==> src/rtl/rtc_pkg.sv <==
package rtc_pkg;
  localparam int DATA_W = 32;
  localparam int NSRC   = 5;

  localparam logic [7:0] OFF_BUSY   = 8'h04;
  localparam logic [7:0] OFF_SEC    = 8'h08;
  localparam logic [7:0] OFF_SNAP   = 8'h0C;
  localparam logic [7:0] OFF_MS     = 8'h10;
  localparam logic [7:0] OFF_CMP0   = 8'h14;
  localparam logic [7:0] OFF_CMP1   = 8'h18;
  localparam logic [7:0] OFF_CMPMS  = 8'h1C;
  localparam logic [7:0] OFF_MASK   = 8'h28;
  localparam logic [7:0] OFF_STAT   = 8'h2C;

  localparam int EV_SEC0  = 0;
  localparam int EV_SEC1  = 1;
  localparam int EV_MS    = 2;
  localparam int EV_CDSEC = 3;
  localparam int EV_CDMS  = 4;

  typedef logic [NSRC-1:0] ev_vec_t;
endpackage

==> src/rtl/rtc_slow_tick.sv <==
module rtc_slow_tick #(
  parameter int TICKS_PER_SEC = 32768,
  parameter int MS_PER_SEC    = 1000,
  parameter int COPY_TICKS    = 8,
  parameter int COPY_CYC      = 4
) (
  input  logic clk,
  input  logic rst_n,
  input  logic slow_clk_i,
  output logic ms_step_o,
  output logic copy_o,
  output logic busy_o
);
  localparam int ACC_W = $clog2(TICKS_PER_SEC + MS_PER_SEC) + 1;
  localparam int PH_W  = (COPY_TICKS > 1) ? $clog2(COPY_TICKS) : 1;
  localparam int BC_W  = $clog2(COPY_CYC + 1);

  logic [2:0]       sync_q;
  logic             tick;
  logic [ACC_W-1:0] acc_q, acc_sum;
  logic [PH_W-1:0]  ph_q;
  logic [BC_W-1:0]  bcnt_q;

  assign tick      = sync_q[1] & ~sync_q[2];
  assign acc_sum   = acc_q + ACC_W'(MS_PER_SEC);
  assign ms_step_o = tick && (acc_sum >= ACC_W'(TICKS_PER_SEC));
  assign copy_o    = tick && (ph_q == PH_W'(COPY_TICKS - 1));
  assign busy_o    = (bcnt_q != '0);

  always_ff @(posedge clk or negedge rst_n) begin
    if (!rst_n) begin
      sync_q <= '0;
      acc_q  <= '0;
      ph_q   <= '0;
      bcnt_q <= '0;
    end else begin
      sync_q <= {sync_q[1:0], slow_clk_i};
      if (tick) begin
        acc_q <= ms_step_o ? acc_sum - ACC_W'(TICKS_PER_SEC) : acc_sum;
        ph_q  <= copy_o ? '0 : ph_q + 1'b1;
      end
      if (copy_o)      bcnt_q <= BC_W'(COPY_CYC);
      else if (busy_o) bcnt_q <= bcnt_q - 1'b1;
    end
  end
endmodule

==> src/rtl/rtc_time_count.sv <==
module rtc_time_count #(
  parameter int SEC_W      = 32,
  parameter int MS_PER_SEC = 1000,
  parameter int MS_W       = $clog2(MS_PER_SEC)
) (
  input  logic             clk,
  input  logic             rst_n,
  input  logic             ms_step_i,
  input  logic             copy_i,
  input  logic             sec_wr_i,
  input  logic [SEC_W-1:0] sec_wdata_i,
  output logic [SEC_W-1:0] sec_o,
  output logic [MS_W-1:0]  ms_o,
  output logic [SEC_W-1:0] pub_sec_o,
  output logic [MS_W-1:0]  pub_ms_o,
  output logic             carry_o
);
  logic [SEC_W-1:0] sec_q, pub_sec_q;
  logic [MS_W-1:0]  ms_q, pub_ms_q;

  assign carry_o   = ms_step_i && (ms_q == MS_W'(MS_PER_SEC - 1));
  assign sec_o     = sec_q;
  assign ms_o      = ms_q;
  assign pub_sec_o = pub_sec_q;
  assign pub_ms_o  = pub_ms_q;

  always_ff @(posedge clk or negedge rst_n) begin
    if (!rst_n) begin
      sec_q     <= '0;
      ms_q      <= '0;
      pub_sec_q <= '0;
      pub_ms_q  <= '0;
    end else begin
      if (ms_step_i) ms_q <= carry_o ? '0 : ms_q + 1'b1;
      if (sec_wr_i)     sec_q <= sec_wdata_i;
      else if (carry_o) sec_q <= sec_q + 1'b1;
      if (sec_wr_i)     pub_sec_q <= sec_wdata_i;
      else if (copy_i)  pub_sec_q <= sec_q;
      if (copy_i)       pub_ms_q <= ms_q;
    end
  end
endmodule

==> src/rtl/rtc_alarm_irq.sv <==
module rtc_alarm_irq
  import rtc_pkg::*;
#(
  parameter int SEC_W      = 32,
  parameter int MS_PER_SEC = 1000,
  parameter int MS_W       = $clog2(MS_PER_SEC)
) (
  input  logic                  clk,
  input  logic                  rst_n,
  input  logic                  ms_step_i,
  input  logic                  carry_i,
  input  logic                  sec_wr_i,
  input  logic [SEC_W-1:0]      sec_i,
  input  logic [MS_W-1:0]       ms_i,
  input  logic                  cdn_sec_i,
  input  logic                  cdn_ms_i,
  input  logic [1:0]            wr_cmp_i,
  input  logic                  wr_cmpms_i,
  input  logic                  wr_mask_i,
  input  ev_vec_t               clr_i,
  input  logic [DATA_W-1:0]     wdata_i,
  output logic [1:0][SEC_W-1:0] cmp_o,
  output logic [MS_W-1:0]       cmpms_o,
  output ev_vec_t               mask_o,
  output ev_vec_t               status_o,
  output logic                  irq_o
);
  logic [1:0]      sec_hit;
  logic            ms_hit;
  logic [MS_W-1:0] ms_next;
  logic [MS_W-1:0] cmpms_q;
  ev_vec_t         mask_q, stat_q, set_vec;

  for (genvar g = 0; g < 2; g++) begin : g_seccmp
    logic [SEC_W-1:0] cmp_q;
    assign sec_hit[g] = carry_i && !sec_wr_i && (cmp_q != '0) &&
                        ((sec_i + 1'b1) == cmp_q);
    assign cmp_o[g] = cmp_q;
    always_ff @(posedge clk or negedge rst_n) begin
      if (!rst_n)         cmp_q <= '0;
      else if (wr_cmp_i[g]) cmp_q <= wdata_i[SEC_W-1:0];
    end
  end

  assign ms_next = carry_i ? '0 : ms_i + 1'b1;
  assign ms_hit  = ms_step_i && (cmpms_q != '0) && (ms_next == cmpms_q);

  always_comb begin
    set_vec            = '0;
    set_vec[EV_SEC0]   = sec_hit[0];
    set_vec[EV_SEC1]   = sec_hit[1];
    set_vec[EV_MS]     = ms_hit;
    set_vec[EV_CDSEC]  = cdn_sec_i;
    set_vec[EV_CDMS]   = cdn_ms_i;
  end

  always_ff @(posedge clk or negedge rst_n) begin
    if (!rst_n) begin
      cmpms_q <= '0;
      mask_q  <= '0;
      stat_q  <= '0;
    end else begin
      if (wr_cmpms_i) cmpms_q <= wdata_i[MS_W-1:0];
      if (wr_mask_i)  mask_q  <= wdata_i[NSRC-1:0];
      stat_q <= (stat_q & ~clr_i) | set_vec;
    end
  end

  assign cmpms_o  = cmpms_q;
  assign mask_o   = mask_q;
  assign status_o = stat_q;
  assign irq_o    = |(stat_q & mask_q);
endmodule

==> src/rtl/rtc_timekeeper.sv <==
module rtc_timekeeper
  import rtc_pkg::*;
#(
  parameter int ADDR_W        = 8,
  parameter int SEC_W         = 32,
  parameter int TICKS_PER_SEC = 32768,
  parameter int MS_PER_SEC    = 1000,
  parameter int COPY_TICKS    = 8,
  parameter int COPY_CYC      = 4
) (
  input  logic              clk,
  input  logic              rst_n,
  input  logic              slow_clk_i,
  input  logic              req_valid_i,
  output logic              req_ready_o,
  input  logic              req_write_i,
  input  logic [ADDR_W-1:0] req_addr_i,
  input  logic [DATA_W-1:0] req_wdata_i,
  output logic              rsp_valid_o,
  output logic [DATA_W-1:0] rsp_rdata_o,
  input  logic              cdn_sec_i,
  input  logic              cdn_ms_i,
  output logic              irq_o
);
  localparam int MS_W = $clog2(MS_PER_SEC);

  logic                  ms_step, copy, busy, carry;
  logic [SEC_W-1:0]      sec_live, pub_sec, snap_q;
  logic [MS_W-1:0]       ms_live, pub_ms, cmpms;
  logic [1:0][SEC_W-1:0] cmp;
  ev_vec_t               mask, status, stat_clr;
  logic                  acc, wr, rd;
  logic [7:0]            off;
  logic [DATA_W-1:0]     rd_mux;

  assign req_ready_o = !(req_write_i && busy);
  assign acc         = req_valid_i && req_ready_o;
  assign wr          = acc && req_write_i;
  assign rd          = acc && !req_write_i;
  assign off         = 8'(req_addr_i);
  assign stat_clr    = (wr && off == OFF_STAT) ? req_wdata_i[NSRC-1:0] : '0;

  rtc_slow_tick #(
    .TICKS_PER_SEC(TICKS_PER_SEC), .MS_PER_SEC(MS_PER_SEC),
    .COPY_TICKS(COPY_TICKS), .COPY_CYC(COPY_CYC)
  ) u_tick (
    .clk(clk), .rst_n(rst_n), .slow_clk_i(slow_clk_i),
    .ms_step_o(ms_step), .copy_o(copy), .busy_o(busy)
  );

  rtc_time_count #(.SEC_W(SEC_W), .MS_PER_SEC(MS_PER_SEC), .MS_W(MS_W)) u_count (
    .clk(clk), .rst_n(rst_n), .ms_step_i(ms_step), .copy_i(copy),
    .sec_wr_i(wr && off == OFF_SEC), .sec_wdata_i(req_wdata_i[SEC_W-1:0]),
    .sec_o(sec_live), .ms_o(ms_live), .pub_sec_o(pub_sec), .pub_ms_o(pub_ms),
    .carry_o(carry)
  );

  rtc_alarm_irq #(.SEC_W(SEC_W), .MS_PER_SEC(MS_PER_SEC), .MS_W(MS_W)) u_alarm (
    .clk(clk), .rst_n(rst_n), .ms_step_i(ms_step), .carry_i(carry),
    .sec_wr_i(wr && off == OFF_SEC), .sec_i(sec_live), .ms_i(ms_live),
    .cdn_sec_i(cdn_sec_i), .cdn_ms_i(cdn_ms_i),
    .wr_cmp_i({wr && off == OFF_CMP1, wr && off == OFF_CMP0}),
    .wr_cmpms_i(wr && off == OFF_CMPMS), .wr_mask_i(wr && off == OFF_MASK),
    .clr_i(stat_clr), .wdata_i(req_wdata_i),
    .cmp_o(cmp), .cmpms_o(cmpms), .mask_o(mask), .status_o(status), .irq_o(irq_o)
  );

  always_comb begin
    case (off)
      OFF_BUSY:  rd_mux = DATA_W'(busy);
      OFF_SEC:   rd_mux = DATA_W'(pub_sec);
      OFF_SNAP:  rd_mux = DATA_W'(snap_q);
      OFF_MS:    rd_mux = DATA_W'(pub_ms);
      OFF_CMP0:  rd_mux = DATA_W'(cmp[0]);
      OFF_CMP1:  rd_mux = DATA_W'(cmp[1]);
      OFF_CMPMS: rd_mux = DATA_W'(cmpms);
      OFF_MASK:  rd_mux = DATA_W'(mask);
      OFF_STAT:  rd_mux = DATA_W'(status);
      default:   rd_mux = '0;
    endcase
  end

  always_ff @(posedge clk or negedge rst_n) begin
    if (!rst_n) begin
      snap_q      <= '0;
      rsp_valid_o <= 1'b0;
      rsp_rdata_o <= '0;
    end else begin
      rsp_valid_o <= rd;
      if (rd) rsp_rdata_o <= rd_mux;
      if (rd && off == OFF_MS) snap_q <= pub_sec;
    end
  end
endmodule

==> config.mk <==
export PLATFORM = sky130hd
export DESIGN_NAME = rtc_timekeeper
export DESIGN_NICKNAME = d
export VERILOG_FILES = /design/src/rtl/rtc_pkg.sv /design/src/rtl/rtc_slow_tick.sv /design/src/rtl/rtc_time_count.sv /design/src/rtl/rtc_alarm_irq.sv /design/src/rtl/rtc_timekeeper.sv
export SDC_FILE = /design/constraint.sdc
export NUM_CORES = 1
export LEC_CHECK = 0
export BUFFER_PORTS_ARGS = -buffer_cell sky130_fd_sc_hd__buf_4
export CORE_UTILIZATION = 60
export CTS_BUF_LIST = sky130_fd_sc_hd__clkbuf_16
export DETAILED_ROUTE_END_ITERATION = 7
export GPL_TIMING_DRIVEN = 0
export HOLD_SLACK_MARGIN = 0.06
export PLACE_DENSITY = 0.79
export SLEW_MARGIN = 40
export SYNTH_ARGS = -nofsm -noshare
export SYNTH_HDL_FRONTEND = slang
export SYNTH_SLANG_ARGS = --single-unit
==> constraint.sdc <==
create_clock -name clk -period 3.9 [get_ports clk]
set_input_delay 0.585 -clock clk [delete_from_list [all_inputs] [get_ports clk]]
set_output_delay 0.585 -clock clk [all_outputs]
set_load 0.01 [all_outputs]
* After elaboration in Yosys (flattened, before gate mapping) *
Index checks and enable logic that the tools add are counted.

storage, ports and cells
  register bits after elaboration = 259
  output and inout bits = 35
  input bits = 47

operators by class
  order comparisons = 1
  reductions and logical operators = 32
  eq/ne operators = 14
  mux-type cells = 11
  add/sub/neg operators = 6
  bitwise gates (word level) = 6

operators with widths
  cell                      number
  $pmux W32 S9              1
  $mux W32                  4
  $eq A32 B32 Y1            2
  $reduce_bool A32 Y1       2
  $add A32 B1 Y32 const B   1
  $eq A8 B5 Y1 const B      4
  $logic_and A1 B1 Y1       21
  $add A17 B10 Y17 const B  1
  $ge A17 B16 Y1 const B    1
  $mux W17                  1
  $sub A17 B16 Y17 const B  1
  $eq A8 B4 Y1 const B      2
  $eq A8 B6 Y1 const B      2
  $add A10 B1 Y10 const B   1
  $and A5 B5 Y5             2
  $eq A10 B10 Y1            1
  $eq A10 B10 Y1 const B    1
  $mux W10                  1
  $reduce_bool A10 Y1       1
  $mux W3                   3
  $eq A8 B3 Y1 const B      1
  $reduce_bool A2 Y1        3
  $mux W5                   1
  $not A5 Y5                1
  9 further kinds           11

* Longest topological paths before layout *
  depth after elaboration = 11
  mapped depth = 15
  gate-level depth less buffers = 13

* Hierarchy *
A second synthesis with hierarchy kept.

second synthesis, totals
  cells, all modules = 1451
  area, all modules = 14849.2 um^2

modules (own cells, without submodules)
  module          area an instance (um^2)  cells each  instances
  rtc_alarm_irq   5654.2                   564         1
  rtc_time_count  4047.6                   392         1
  rtc_timekeeper  3875.0                   370         1
  rtc_slow_tick   1272.5                   125         1

* Worst setup path after synthesis *
No wires, ideal clock.

  kind = reg2reg
  start point = register u_tick.acc_q[3]
  end point = register u_count.sec_q[22] (netlist: u_count.sec_o[22])
  arrival time = 3.123 ns
  setup time = 0.077 ns
  setup slack = 0.699 ns
  cell stages (with the launch flop) = 16
  clock period less this slack = 3.201 ns
  path buffers = 2
  path through = dfrtp_1 -> ha_1 -> nor3_1 -> nand2_1 -> nand2_1 -> xnor2_1 -> ha_1 -> and4b_1 -> o221ai_1 -> o41ai_4 -> and2_1 -> buf_4 -> buf_6 -> nand4_1 -> xor2_1 -> a21oi_1

between the ends
  cells in the longest elaborated chain, start to end = 5

ends and longest elaborated chain
  item                          RTL line              text
  start, declared               rtc_slow_tick.sv:20   logic [ACC_W-1:0] acc_q, acc_sum;
  start signal, assigned        rtc_slow_tick.sv:39   acc_q <= ms_step_o ? acc_sum - ACC_W'(TICKS_PER_SEC) : acc_sum;
  $add A17 B10 Y17              rtc_slow_tick.sv:25   assign acc_sum = acc_q + ACC_W'(MS_PER_SEC);
  $ge A17 B16 Y1                rtc_slow_tick.sv:26   assign ms_step_o = tick && (acc_sum >= ACC_W'(TICKS_PER_SEC));
  $logic_and A1 B1 Y1           rtc_slow_tick.sv:26
  $logic_and A1 B1 Y1           rtc_time_count.sv:21  assign carry_o = ms_step_i && (ms_q == MS_W'(MS_PER_SEC - 1));
  $reduce_bool A2 Y1 (no line)  -
  end signal, assigned          rtc_time_count.sv:35  if (sec_wr_i) sec_q <= sec_wdata_i;
  end signal, assigned          rtc_time_count.sv:36  else if (carry_o) sec_q <= sec_q + 1'b1;
  end, declared                 rtc_time_count.sv:18  logic [SEC_W-1:0] sec_q, pub_sec_q;

Every way passes these cells.
A chain may end at the register's enable or synchronous reset.

* Worst setup path in the final report *
  start point = register u_tick.acc_q[4]
  end point = register u_count.sec_q[29] (netlist: u_count.sec_o[29])

Same word-level chain as after synthesis.

==> results.tsv <==
stage	metric	value	unit
synthesis	yosys.area_share.simple	17.8	%
min_path	hold_path.class	input pin to flop	
timing	post-route-period-util	96.1	%
synthesis	synth_area_leaders	dfrtp_1 45%, mux2_2 9.3%, nand2_1 5.5%	
worst_setup_path	critPathKind	flop to flop	
die	die-width	155	um
placement	place_hpwl	33400	um
cells_and_area	register_area	0.00641	mm2
die	die_h	155	um
die	ios	82	
clock_tree	cts_num_sinks	256	
clock_tree	cts_tree	built	
synthesis	synthTopCellsByCount	256 x dfrtp_1, 208 x nand2_1, 117 x mux2_2	
power	max-vdd-ir-drop	0.000519	V
synthesis	synthCells	1416	
timing	final.setup_skew	0.0195	ns
die	core	0.0228	mm2
route	routed_wl	44800	um
synthesis	yosysWarnings	0	
synthesis	synthAdderAreaFrac	0.887	%
power	pwr-share-comb	23.9	%
clock_tree	cts_buffers	27	
worst_setup_path	endpoint_kind	flop	
power	intPower	5330	uW
synthesis	yosysSeqAreaShare	45.4	%
clock_tree	path_clk_slew	0.06	ns
synthesis	synth_most_common_cell	dfrtp_1	
timing	rsz0062_at_grt	no	
power	p_switching	2440	uW
synthesis	ys.flop_type	dfrtp_1	
timing	hold_viol	0	
global_routing	overflow	0	
clock_tree	root_buffer	clkbuf_16	
synthesis	yosys.area_share.xor_xnor	7.61	%
clock_tree	h-tree-depth	1	
die	rows	55	
power	swShare	31.4	%
clock_tree	clk_path_buf_depth	3	
cells_and_area	multi_input_area	0.00724	mm2
global_routing	grt_pass1_wl	69000	um
synthesis	synthMuxAreaShare	11.3	%
power	leakage	0.00733	uW
timing	maxSlewHeadroom	40.4	%
timing	fin_hold_ws	0.144	ns
outcome	status	finished clean	
global_routing	grt_max_degree	78	
timing	min_period	3.75	ns
power	power_density	480	mW/mm2
cells_and_area	nets	1590	
cells_and_area	fillers	1730	
die	initial_utilization	61.8	%
cells_and_area	diodes	0	
worst_setup_path	crit_required	4.29	ns
route	first_pass_iters	6	
route	wl_per_cell	24.0	um
cells_and_area	finish.utilization	70.9	%
route	drtAntennaViolNets	0	
power	p_seq_share	41.6	%
placement	portBuffers	80	
timing	worst_pin_slew	0.894	ns
synthesis	yosysTopAreaCellShare	45.4	%
timing	slew_violations	0	
route	via_per_inst	6.53	
synthesis	yosys.area.top_type	dfrtp_1	
synthesis	synth_compound_area_share	13.4	%
timing	clock.fmax	0.267	GHz
power	clkPwrFrac	34.5	%
synthesis	postSynthAreaPerCell	9.97	um2
worst_setup_path	cp_max_fo	10	
worst_setup_path	cp-start-kind	flop	
placement	numPlacedInstances	1812	
route	via_count	12200	
synthesis	synth_top_family_by_area	simple AND/OR/NAND/NOR gates	
cells_and_area	drive_gt1_share	20.2	%
global_routing	grt_pass1_vias	11800	
job	cap_violations	0	
timing	final-setup-viol-count	0	
route	post-route-drc-count	0	
cells_and_area	area_growth	14.8	%
synthesis	ys_ff_latch	256	
worst_setup_path	critPathArrivalTime	4.14	ns
clock_tree	clk_latency	0.55	ns
global_routing	grt_usage	37.9	%
die	die_area	0.0241	mm2
synthesis	async_flop_share	100	%
synthesis	synth_cell_types	78	
synthesis	syn_nets	1473	
global_routing	antenna_found_initial	0	
route	drt-initial-drc-count	1357	
synthesis	syn_area	0.0141	mm2
placement	routabilityCongestion	1.00	
cells_and_area	final_cell_area	0.0162	mm2
synthesis	synth-edff-count	0	
cells_and_area	stdcell_count	1865	
placement	place_area	0.0152	mm2
## layout by cell type, fill, tap and decap left out, types with 27 or more instances in the layout
cell       count
nand2_1      208
nor4_1        28
dfrtp_1      256
xnor2_1       60
a21oi_1       74
a21o_1        27
nor2_1        83
clkbuf_16     27
o21ai_0       39
buf_4         92
clkbuf_1      61
a31oi_1       36
nand3_1       35
xor2_1        59
mux2_2       117
## metal layers
metal / global-route usage, % / up-vias / part of all wire [%]
li1: - / 5370 / -
met1: 55.0 / 6089 / 43
met2: 58.8 / 622 / 45
met3: 5.38 / 93 / 8.8
met4: 12.3 / 0 / 3.0
met5: 0 / - / 0
## registers in the layout, summed over array words and instances (netlist names)
register,count
snap_q,32
u_tick.ph_q,3
u_alarm.status_o,5
u_count.sec_o,32
u_alarm.g_seccmp.cmp_q,64
u_tick.sync_q,3
u_count.ms_o,10
rsp_rdata_o,32
u_tick.bcnt_q,3
u_count.pub_sec_o,32
u_alarm.mask_o,5
rsp_valid_o,1
u_tick.acc_q,14
u_alarm.cmpms_o,10
u_count.pub_ms_o,10
## critical path: stages, from the launching register on
cell and delay, ns:
dfrtp_1 0.40, clkbuf_1 0.22, a211oi_2 0.35, nand2_1 0.16
nand3_1 0.16, xor2_2 0.21, ha_1 0.19, and4b_1 0.20
o221ai_1 0.19, o41ai_4 0.49, and2_1 0.21, buf_4 0.18
buf_6 0.21, nand2_1 0.09, xnor2_1 0.22, a21oi_1 0.11
## cells by family (layout without fill, tap and decap cells)
family                   Yosys count  after routing
buffers and inverters            117            253
AO/OA/AOI/OAI                    276            276
adder cells (fa/ha/maj)           10             10
multiplexers                     134            134
AND/OR/NAND/NOR                  502            502
flip-flops                       256            256
XOR/XNOR                         121            121
## per-stage QoR
step | setup slack (ns) | TNS [ns] | total power (uW)
6_report | 0.152 | 0 | 7770
5_1_grt | 0.00383 | 0 | 8090
4_1_cts | 0.0240 | 0 | 7730
3_5_place_dp | -0.0726 | -0.0726 | 5020
3_3_place_gp | 0.0242 | 0 | 4940
2_1_floorplan | 0.699 | 0 | 4450
## power groups by stage
stage               Combinational [uW]  Sequential [uW]  Clock (uW)
floorplan                         1260             3190           0
global placement                  1700             3250           0
detailed placement                1750             3270           0
CTS                               1810             3220        2700
global route                      2030             3270        2790
finish                            1860             3230        2680
## timing repair
item,in CTS,in global routing
resized for setup,1,7
setup buffers,4,0
hold endpoints to repair,31,0
endpoints found under the setup margin,21,39
pin swaps,1,1
hold buffers,1,0
## cell type report
class                           instances  share of cell area [%]
Clock inverter                         21                    1.44
Buffer                                100                    2.87
Sequential cell                       256                    39.5
Multi-Input combinational cell       1043                    44.7
Timing Repair Buffer                   88                    4.51
Clock buffer                           27                    4.17
Tap cell                              313                    2.42
Inverter                               17                   0.394
## final timing paths
check | to | from | depth (start not counted) | slack (ns)
worst min-delay path | u_tick.sync_q[0]$_DFF_PN0_ | slow_clk_i | 1 | 0.14
worst max-delay path | u_count.sec_o[29]$_DFFE_PN0P_ | u_tick.acc_q[4]$_DFFE_PN0P_ | 15 | 0.15
min in group asynchronous | u_count.pub_ms_o[4]$_DFFE_PN0P_ | rst_n | 2 | 0.51
max in group asynchronous | rsp_rdata_o[19]$_DFFE_PN0P_ | rst_n | 4 | 2.32
worst max register to register | u_count.sec_o[29]$_DFFE_PN0P_ | u_tick.acc_q[4]$_DFFE_PN0P_ | 15 | 0.15
worst min register to register | u_tick.sync_q[1]$_DFF_PN0_ | u_tick.sync_q[0]$_DFF_PN0_ | 0 | 0.36
Power figures use the tool's default switching activity.
